--- src/rtl/rcv_pkg.sv ---
`timescale 1ns/1ps
package rcv_pkg;
    typedef enum logic [1:0] {
        ST_INTEG = 2'd0,
        ST_UP    = 2'd1,
        ST_DN    = 2'd2
    } rcv_state_e;
endpackage

--- src/rtl/rcv_tick_div.sv ---
`timescale 1ns/1ps
module rcv_tick_div #(
    parameter int TICK_DIV = 4
) (
    input  logic clk,
    input  logic rst_n,
    output logic tick
);
    localparam int CW = (TICK_DIV > 1) ? $clog2(TICK_DIV) : 1;
    localparam logic [CW-1:0] LAST = CW'(TICK_DIV - 1);

    logic [CW-1:0] cnt_q;

    always_ff @(posedge clk) begin
        if (!rst_n) begin
            cnt_q <= '0;
        end else if (cnt_q == LAST) begin
            cnt_q <= '0;
        end else begin
            cnt_q <= cnt_q + 1'b1;
        end
    end

    assign tick = (cnt_q == LAST);

    // ticks are spaced TICK_DIV edges apart, so two never fall on adjacent edges
    AST_TICK_SPACED: assert property (@(posedge clk) disable iff (!rst_n)
        tick |=> !tick);
endmodule

--- src/rtl/rcv_accum.sv ---
`timescale 1ns/1ps
module rcv_accum #(
    parameter int VEL_W  = 12,
    parameter int THRESH = 1024,
    parameter int SAT    = 4096
) (
    input  logic             clk,
    input  logic             rst_n,
    input  logic [VEL_W-1:0] vel,
    input  logic             take_up,
    input  logic             take_dn,
    output logic             sum_ge,
    output logic             sum_le
);
    localparam int SAT_BITS = $clog2(SAT + 1) + 1;
    localparam int ACC_W    = (SAT_BITS > VEL_W) ? SAT_BITS : VEL_W;
    localparam logic signed [ACC_W:0] TH_P  = (ACC_W+1)'(THRESH);
    localparam logic signed [ACC_W:0] TH_N  = -TH_P;
    localparam logic signed [ACC_W:0] SAT_P = (ACC_W+1)'(SAT);
    localparam logic signed [ACC_W:0] SAT_N = -SAT_P;

    logic signed [ACC_W-1:0] acc_q;
    logic signed [ACC_W:0]   vel_ext;
    logic signed [ACC_W:0]   sum_raw;
    logic signed [ACC_W:0]   sum_sat;
    logic signed [ACC_W:0]   acc_d;

    always_comb begin
        vel_ext = $signed({{(ACC_W+1-VEL_W){vel[VEL_W-1]}}, vel});
        sum_raw = $signed({acc_q[ACC_W-1], acc_q}) + vel_ext;
        if (sum_raw > SAT_P) begin
            sum_sat = SAT_P;
        end else if (sum_raw < SAT_N) begin
            sum_sat = SAT_N;
        end else begin
            sum_sat = sum_raw;
        end
    end

    assign sum_ge = (sum_sat >= TH_P);
    assign sum_le = (sum_sat <= TH_N);

    always_comb begin
        if (take_dn) begin
            acc_d = sum_sat - TH_P;
        end else if (take_up) begin
            acc_d = sum_sat + TH_P;
        end else begin
            acc_d = sum_sat;
        end
    end

    always_ff @(posedge clk) begin
        if (!rst_n) begin
            acc_q <= '0;
        end else begin
            acc_q <= acc_d[ACC_W-1:0];
        end
    end

    AST_ACC_BOUND: assert property (@(posedge clk) disable iff (!rst_n)
        ((ACC_W+1)'(acc_q) <= SAT_P) && ((ACC_W+1)'(acc_q) >= SAT_N));
    AST_DN_LOWERS: assert property (@(posedge clk) disable iff (!rst_n)
        take_dn |=> ((ACC_W+1)'(acc_q) <= SAT_P - TH_P));
    AST_UP_RAISES: assert property (@(posedge clk) disable iff (!rst_n)
        take_up |=> ((ACC_W+1)'(acc_q) >= SAT_N + TH_P));
endmodule

--- src/rtl/rcv_ctrl.sv ---
`timescale 1ns/1ps
module rcv_ctrl
    import rcv_pkg::*;
(
    input  logic clk,
    input  logic rst_n,
    input  logic tick,
    input  logic sum_ge,
    input  logic sum_le,
    output logic take_up,
    output logic take_dn,
    output logic cnt_up,
    output logic cnt_dn
);
    rcv_state_e st_q;
    rcv_state_e st_d;

    always_comb begin
        st_d = ST_INTEG;
        unique case (st_q)
            ST_INTEG, ST_UP, ST_DN: begin
                if (tick && sum_ge) begin
                    st_d = ST_DN;
                end else if (tick && sum_le) begin
                    st_d = ST_UP;
                end else begin
                    st_d = ST_INTEG;
                end
            end
            default: st_d = ST_INTEG;
        endcase
    end

    always_ff @(posedge clk) begin
        if (!rst_n) begin
            st_q <= ST_INTEG;
        end else begin
            st_q <= st_d;
        end
    end

    always_comb begin
        take_dn = (st_d == ST_DN);
        take_up = (st_d == ST_UP);
        cnt_dn  = (st_q == ST_DN);
        cnt_up  = (st_q == ST_UP);
    end

    AST_ONE_DIR: assert property (@(posedge clk) disable iff (!rst_n)
        !(cnt_up && cnt_dn));
    AST_TICK_ONLY: assert property (@(posedge clk) disable iff (!rst_n)
        (take_up || take_dn) |-> tick);
endmodule

--- src/rtl/rate_count_vco.sv ---
`timescale 1ns/1ps
module rate_count_vco #(
    parameter int VEL_W    = 12,
    parameter int THRESH   = 1024,
    parameter int SAT_MULT = 4,
    parameter int TICK_DIV = 4
) (
    input  logic             clk,
    input  logic             rst_n,
    input  logic [VEL_W-1:0] vel_in,
    output logic             cnt_up,
    output logic             cnt_dn
);
    localparam int SAT = SAT_MULT * THRESH;

    logic tick;
    logic sum_ge;
    logic sum_le;
    logic take_up;
    logic take_dn;

    rcv_tick_div #(.TICK_DIV(TICK_DIV)) u_div (
        .clk   (clk),
        .rst_n (rst_n),
        .tick  (tick)
    );

    rcv_accum #(.VEL_W(VEL_W), .THRESH(THRESH), .SAT(SAT)) u_acc (
        .clk     (clk),
        .rst_n   (rst_n),
        .vel     (vel_in),
        .take_up (take_up),
        .take_dn (take_dn),
        .sum_ge  (sum_ge),
        .sum_le  (sum_le)
    );

    rcv_ctrl u_ctrl (
        .clk     (clk),
        .rst_n   (rst_n),
        .tick    (tick),
        .sum_ge  (sum_ge),
        .sum_le  (sum_le),
        .take_up (take_up),
        .take_dn (take_dn),
        .cnt_up  (cnt_up),
        .cnt_dn  (cnt_dn)
    );

    AST_DN_SINGLE: assert property (@(posedge clk) disable iff (!rst_n)
        cnt_dn |=> !cnt_dn);
    AST_UP_SINGLE: assert property (@(posedge clk) disable iff (!rst_n)
        cnt_up |=> !cnt_up);
endmodule

--- config.mk ---
export PLATFORM = sky130hd
export DESIGN_NAME = rate_count_vco
export DESIGN_NICKNAME = d
export VERILOG_FILES = /design/src/rtl/rcv_pkg.sv /design/src/rtl/rcv_tick_div.sv /design/src/rtl/rcv_accum.sv /design/src/rtl/rcv_ctrl.sv /design/src/rtl/rate_count_vco.sv
export SDC_FILE = /design/constraint.sdc
export NUM_CORES = 1
export LEC_CHECK = 0
export BUFFER_PORTS_ARGS = -buffer_cell sky130_fd_sc_hd__buf_2
export CAP_MARGIN = 30
export CORE_MARGIN = 3
export CORE_UTILIZATION = 54
export DETAILED_ROUTE_END_ITERATION = 10
export GPL_ROUTABILITY_DRIVEN = 0
export PLACE_DENSITY_LB_ADDON = 0.2
export SLEW_MARGIN = 5
export SYNTH_ARGS = -nofsm -noshare
export SYNTH_HDL_FRONTEND = slang
export SYNTH_SLANG_ARGS = --single-unit
export TNS_END_PERCENT = 1
--- constraint.sdc ---
create_clock -name clk -period 4.38 [get_ports clk]
set_input_delay 0.876 -clock clk [delete_from_list [all_inputs] [get_ports clk]]
set_output_delay 0.876 -clock clk [all_outputs]
set_load 0.01 [all_outputs]
### Word level (Yosys, flattened, before mapping)

Index checks and enable logic that the tools add are counted.

* bits in registers: 18
* bits in latches: 0
* bits in writable memories: 0
* memory bits (read-only): 0
* input bits: 14
* output and inout bits: 2
* word-level logic and storage cells: 29
* memories kept: 0

* add/subtract/negate cells: 4
* $mul: 0
* divide/modulo/power cells: 0
* order comparisons: 4
* equality and inequality tests: 5
* shift operators: 0
* mux-type cells: 7
* bitwise operators: 1
* reductions and logical operators: 5

Operators by type and width (number)
* 15-bit two-way mux: 2
* 14-bit two-way mux: 2
* 14-bit by 12-bit adder with 15-bit output: 1
* 15-bit by 12-bit >= comparator with 1-bit output, second input constant: 1
* 15-bit by 14-bit greater-than comparator with 1-bit output, second input constant: 1
* 15-bit by 11-bit <= comparator with 1-bit output, second input constant: 1
* 15-bit by 13-bit < comparator with 1-bit output, second input constant: 1
* 14-bit by 12-bit adder with 14-bit output, second input constant: 1
* 14-bit by 12-bit subtractor with 14-bit output, second input constant: 1
* 2-bit equality test, second input constant: 3
* 2-bit by 1-bit equality test with 1-bit output, second input constant: 2
* 2-bit two-way mux: 2
* 3-bit OR reduction: 1
* 2-bit by 1-bit adder with 2-bit output, second input constant: 1
* 1-bit logical AND: 2
* 2-bit zero test: 1
* 2-bit OR reduction: 1
* 1-bit two-way mux: 1
* 1-bit inverter: 1

### Longest topological paths before layout

* word-level depth: 12
* gate-level depth with buffers: 15
* mapped depth without buffers: 15

### By module

From an unflattened synthesis, not the netlist that was laid out.

* cells, all modules: 195
* area, all modules: 1626.6 µm²

Modules (own cells, without submodules)
* rcv_accum: instances 1, cells an instance 180, area each 1455.1 µm², sequential area each 280.3 µm²
* rcv_ctrl: instances 1, cells an instance 10, area each 97.6 µm², sequential area each 40.0 µm²
* rcv_tick_div: instances 1, cells an instance 5, area each 73.8 µm², sequential area each 40.0 µm²

### Least setup slack after synthesis

Ideal clock, no wire load.

* path kind: input port to flip-flop
* from: input vel_in[0]
* to: register u_acc.acc_q[13]
* setup time: 0.122 ns
* arrival: 4.065 ns
* data required time: 4.258 ns
* path slack: 0.193 ns
* stages on the path: 15
* buffers on the path: 0
* path through: ha_1 fa_1 a21o_1 a221oi_4 o21ai_2 o21a_4 or4_4 a21boi_2 inv_1 ha_1 o2111a_1 nand4b_1 nand3_1 a41o_1 o311a_1

* cells in the longest elaborated chain, start to end: 12
* elaborated cells between the ends (all ways): 18
* those cells by class: 3 x add/sub; 4 x order compare; 2 x eq/ne; 7 x mux; 2 x reduce/logical

Ends and longest elaborated chain
* from (decl): line rate_count_vco.sv:10 `input logic [VEL_W-1:0] vel_in,`
* 14-bit by 12-bit adder with 15-bit output *: line rcv_accum.sv:30 `sum_raw = $signed({acc_q[ACC_W-1], acc_q}) + vel_ext;`
* 15-bit by 13-bit < comparator with 1-bit output: line rcv_accum.sv:33 `end else if (sum_raw < SAT_N) begin`
* 15-bit two-way mux: line rcv_accum.sv:33
* 15-bit two-way mux *: line rcv_accum.sv:31 `if (sum_raw > SAT_P) begin`
* 15-bit by 11-bit <= comparator with 1-bit output: line rcv_accum.sv:41 `assign sum_le = (sum_sat <= TH_N);`
* 1-bit logical AND: line rcv_ctrl.sv:24 `end else if (tick && sum_le) begin`
* 1-bit two-way mux: line rcv_ctrl.sv:24
* 2-bit two-way mux: line rcv_ctrl.sv:22 `if (tick && sum_ge) begin`
* 2-bit two-way mux: line rcv_ctrl.sv:20 `unique case (st_q)`
* 2-bit by 1-bit equality test with 1-bit output: line rcv_ctrl.sv:44 `take_up = (st_d == ST_UP);`
* 14-bit two-way mux: line rcv_accum.sv:46 `end else if (take_up) begin`
* 14-bit two-way mux *: line rcv_accum.sv:44 `if (take_dn) begin`
* to (signal assigned): line rcv_accum.sv:57 `acc_q <= acc_d[ACC_W-1:0];`
* to (decl): line rcv_accum.sv:22 `logic signed [ACC_W-1:0] acc_q;`

Mark *: on every way between the ends. The rest lies on a longest branch, timed or not.
A chain may end at the register's enable or synchronous reset.

### Worst setup path after layout

* from: input vel_in[0]
* to: register u_acc.acc_q[12]

The elaborated chain is that of the path after synthesis.

==> flow_summary.yaml <==
die:
  floorplan.initialDensity_pct: 57.1
  core_mm2: 0.00308
  die_area_mm2: 0.00398
  num_io_pins: 16
  rows: 20
  chipHeight_um: 63.1
  die-width_um: 63.1
synthesis:
  asyncSetResetFlopFracSynth_pct: 0
  synth_nets: 222
  yosys_warnings: 0
  synthTopCellsByArea: "sky130_fd_sc_hd__dfxtp_1 20%, sky130_fd_sc_hd__ha_1 13%, sky130_fd_sc_hd__nor3b_2 4.3%"
  netlist-cell-type-count: 66
  syn_avg_cell_area_um2: 9.30
  synth_top_area_share_pct: 20.5
  synth_enable_flop_cells: 0
  netlist.top_cell.by_area: "sky130_fd_sc_hd__dfxtp_1"
  postSynthRegisterBits: 18
  synth.cell_area_mm2: 0.00176
  ys_seq_area_share_pct: 20.5
  dominantRegCellSynth: "sky130_fd_sc_hd__dfxtp_1"
  synth_cells: 189
timing:
  worst-slew-pin-transition_ns: 0.692
  hold_violations: 0
  max_slew_margin_pct: 53.8
  report.final.slew_viol_count: 0
  final.setup_skew_ns: 0.00482
  setup_repair_after_global_routing_missed_its_margin: "false"
  period_minus_slack_ns: 4.17
  min_period_over_period_pct: 95.1
  maxClockFrequency_mhz: 240
  setup_violations: 0
job:
  drv_cap: 0
finish:
  final.fill_count: 268
  antenna-diode-count: 0
  post_route_cells_drive_above_1_share_pct: 26.9
  fin_area_mm2: 0.00196
  layout-area-overhead-vs-synth_pct: 11.2
  final_core_util_pct: 63.5
  seq_area_um2: 360
  multi_input_comb_area_mm2: 0.00134
  num-nets-final: 246
route:
  routed-via-count: 1570
  vias_per_std_cell: 6.13
  initialDrtViolationCount: 89
  routedWlPerCell_um: 15.5
  first_pass_iters: 4
  route.detailed.drc: 0
  route.antenna.remaining_nets: 0
  finalWirelength_um: 3980
cts:
  post_cts_hold_buffer_count: 0
  clockBufferDepth: 2
  tritoncts_clock_tree: "built"
  postCtsSetupRepairBufs: 0
  cts-resized-gates: 0
  number_of_buffers_created_by_cts: 3
  insertion_delay_ns: 0.30
  tritoncts_num_sinks: 18
  cts_max_level: 1
  cts-root-buf: "sky130_fd_sc_hd__clkbuf_4"
  clk_pin_slew_ns: 0.12
power_and_ir_drop:
  vdd_ir_drop_max_mv: 0.407
  static-leakage-power_nw: 0.841
  power_per_cell_area_mw_per_mm2: 727
worst_setup_path:
  worst-path-max-fanout: 5
  r2r_slack_ns: 0.58
  startpoint_type: "input port"
  cp_data_required_time_ns: 4.61
  critPathCaptureType: "flip-flop"
  timing.critical_path.arrival_ns: 4.39
  regToRegEndpoint: "u_acc.acc_q[12]$_SDFF_PN0_"
  count_of_cells_along_the_worst_register_to_register_path: 15
  timing_worst_setup_path_type: "input port to flip-flop"
  r2r_start: "u_acc.acc_q[0]$_SDFF_PN0_"
worst_hold_path:
  hold-path-cell-count: 1
  min-delay-path-class: "flip-flop to flip-flop"
  min_delay_worst_endpoint: "u_div.cnt_q[0]$_SDFF_PP0_"
  hold_path_startpoint: "u_div.cnt_q[0]$_SDFF_PP0_"
global_route:
  grt_pass1_wl_um: 7070
  largest_net_degree_at_the_start_of_global_routing: 16
  groute.usage.overall_pct: 21.3
  antenna_found_initial: 0
  number_of_global_route_vias_before_repair: 1614
  total_gr_overflow: 0
run_status:
  result_of_the_run: "finished, final reports clean"
placed_design:
  buffers_added_on_ports: 15
  placedInstanceArea_mm2: 0.00192
  hpwl_um: 3190
-- registers in the layout (all words and copies together), names as in the netlist --
signal	count
u_acc.acc_q	14
u_ctrl.st_q	2
u_div.cnt_q	2
-- area by class of cell --
class                      count  area share, %
timing repair buffer          26           8.06
tap                           44           2.82
inverter                       3          0.576
sequential                    18           18.4
clock buffer                   4           1.86
multi-input combinational    161           68.3
-- layout by cell type, fill, tap and decap left out, drive strengths merged, types with 3 or more instances in the layout --
cell type  instances
clkbuf             4
nor2               8
nor2b              6
nand4              5
ha                18
nand2             11
buf               26
xor2               4
nor3b              7
o211ai             4
o21a               7
xnor2              4
dfxtp             18
o21ai              9
inv                3
a21oi             14
nor3               7
a211oi             3
mux2i              4
nand2b             3
nand3              5
a21o               5
-- Yosys cell counts, drive strengths merged, types with 2 or more instances --
master	number
ha	18
inv	3
a21o	5
o211ai	4
nand4	5
o21ai	9
a221oi	2
nand2b	3
a21boi	2
mux2i	4
nor2	8
or3	2
buf	6
a31oi	2
nand3	5
dfxtp	18
or4	2
nand4b	2
xor2	4
xnor2	4
nor2b	6
nor3	7
a211oi	3
o2111a	2
nor3b	7
o21a	7
nand2	11
and3b	2
a21oi	14
-- power breakdown --
group,total (mW),switching [mW],internal [mW]
logic,1.07,0.613,0.456
registers,0.243,0.0222,0.221
clock network,0.110,0.0588,0.0507
-- worst max-delay path: stages --
cell and delay (ns):
sky130_fd_sc_hd__buf_2 0.10, sky130_fd_sc_hd__ha_1 0.22, sky130_fd_sc_hd__fa_1 0.41, sky130_fd_sc_hd__a21o_1 0.22
sky130_fd_sc_hd__a221oi_4 0.33, sky130_fd_sc_hd__o21ai_2 0.13, sky130_fd_sc_hd__o21a_4 0.20, sky130_fd_sc_hd__or4_4 0.52
sky130_fd_sc_hd__a21boi_2 0.17, sky130_fd_sc_hd__inv_1 0.07, sky130_fd_sc_hd__ha_1 0.17, sky130_fd_sc_hd__o2111a_1 0.11
sky130_fd_sc_hd__nand4b_1 0.13, sky130_fd_sc_hd__nand3_1 0.20, sky130_fd_sc_hd__a32oi_1 0.28, sky130_fd_sc_hd__mux2i_1 0.26
-- logic make-up (layout without fill, tap and decap cells) --
kind of cell	count (synthesis)	after routing	synth area share, %
AND/OR/NAND/NOR	66	66	24.8
AO/OA/AOI/OAI	64	64	31.0
adder cells (fa/ha/maj)	19	19	14.0
flip-flops	18	18	20.5
buffers and inverters	10	33	3.56
XOR/XNOR	8	8	3.99
multiplexers	4	4	2.28
-- worst max-delay path by stage --
stage,from,end,slack (ns)
detailed placement,vel_in[0],u_acc.acc_q[12]$_SDFF_PN0_,-0.08
CTS,vel_in[0],u_acc.acc_q[12]$_SDFF_PN0_,0.23
floorplan,vel_in[0],u_acc.acc_q[13]$_SDFF_PN0_,0.19
global placement,vel_in[0],u_acc.acc_q[13]$_SDFF_PN0_,0.09
global route,vel_in[0],u_acc.acc_q[12]$_SDFF_PN0_,0.05
finish,vel_in[0],u_acc.acc_q[12]$_SDFF_PN0_,0.21
-- metal layers --
| layer | track usage, % | vias up | part of all wire [%] |
|---|---|---|---|
| met5 | 0 | - | 0 |
| met4 | 6.34 | 0 | 1.6 |
| met3 | 2.14 | 7 | 3.7 |
| met2 | 37.8 | 39 | 49 |
| met1 | 27.1 | 742 | 46 |
| li1 | - | 782 | - |
-- stage by stage --
step           setup TNS, ns  cells  power (mW)  setup WS (ns)  hold slack, ns
4_1_cts                    0    256        1.42          0.234           0.445
2_1_floorplan              0    189        1.07          0.193           0.408
3_5_place_dp          -0.133    252        1.30        -0.0839           0.426
6_report                   0    256        1.42          0.215           0.446
3_3_place_gp               0    252        1.27         0.0871           0.416
5_1_grt                    0    256        1.54         0.0473           0.458
Note: power is estimated with default switching activity, not from simulation.
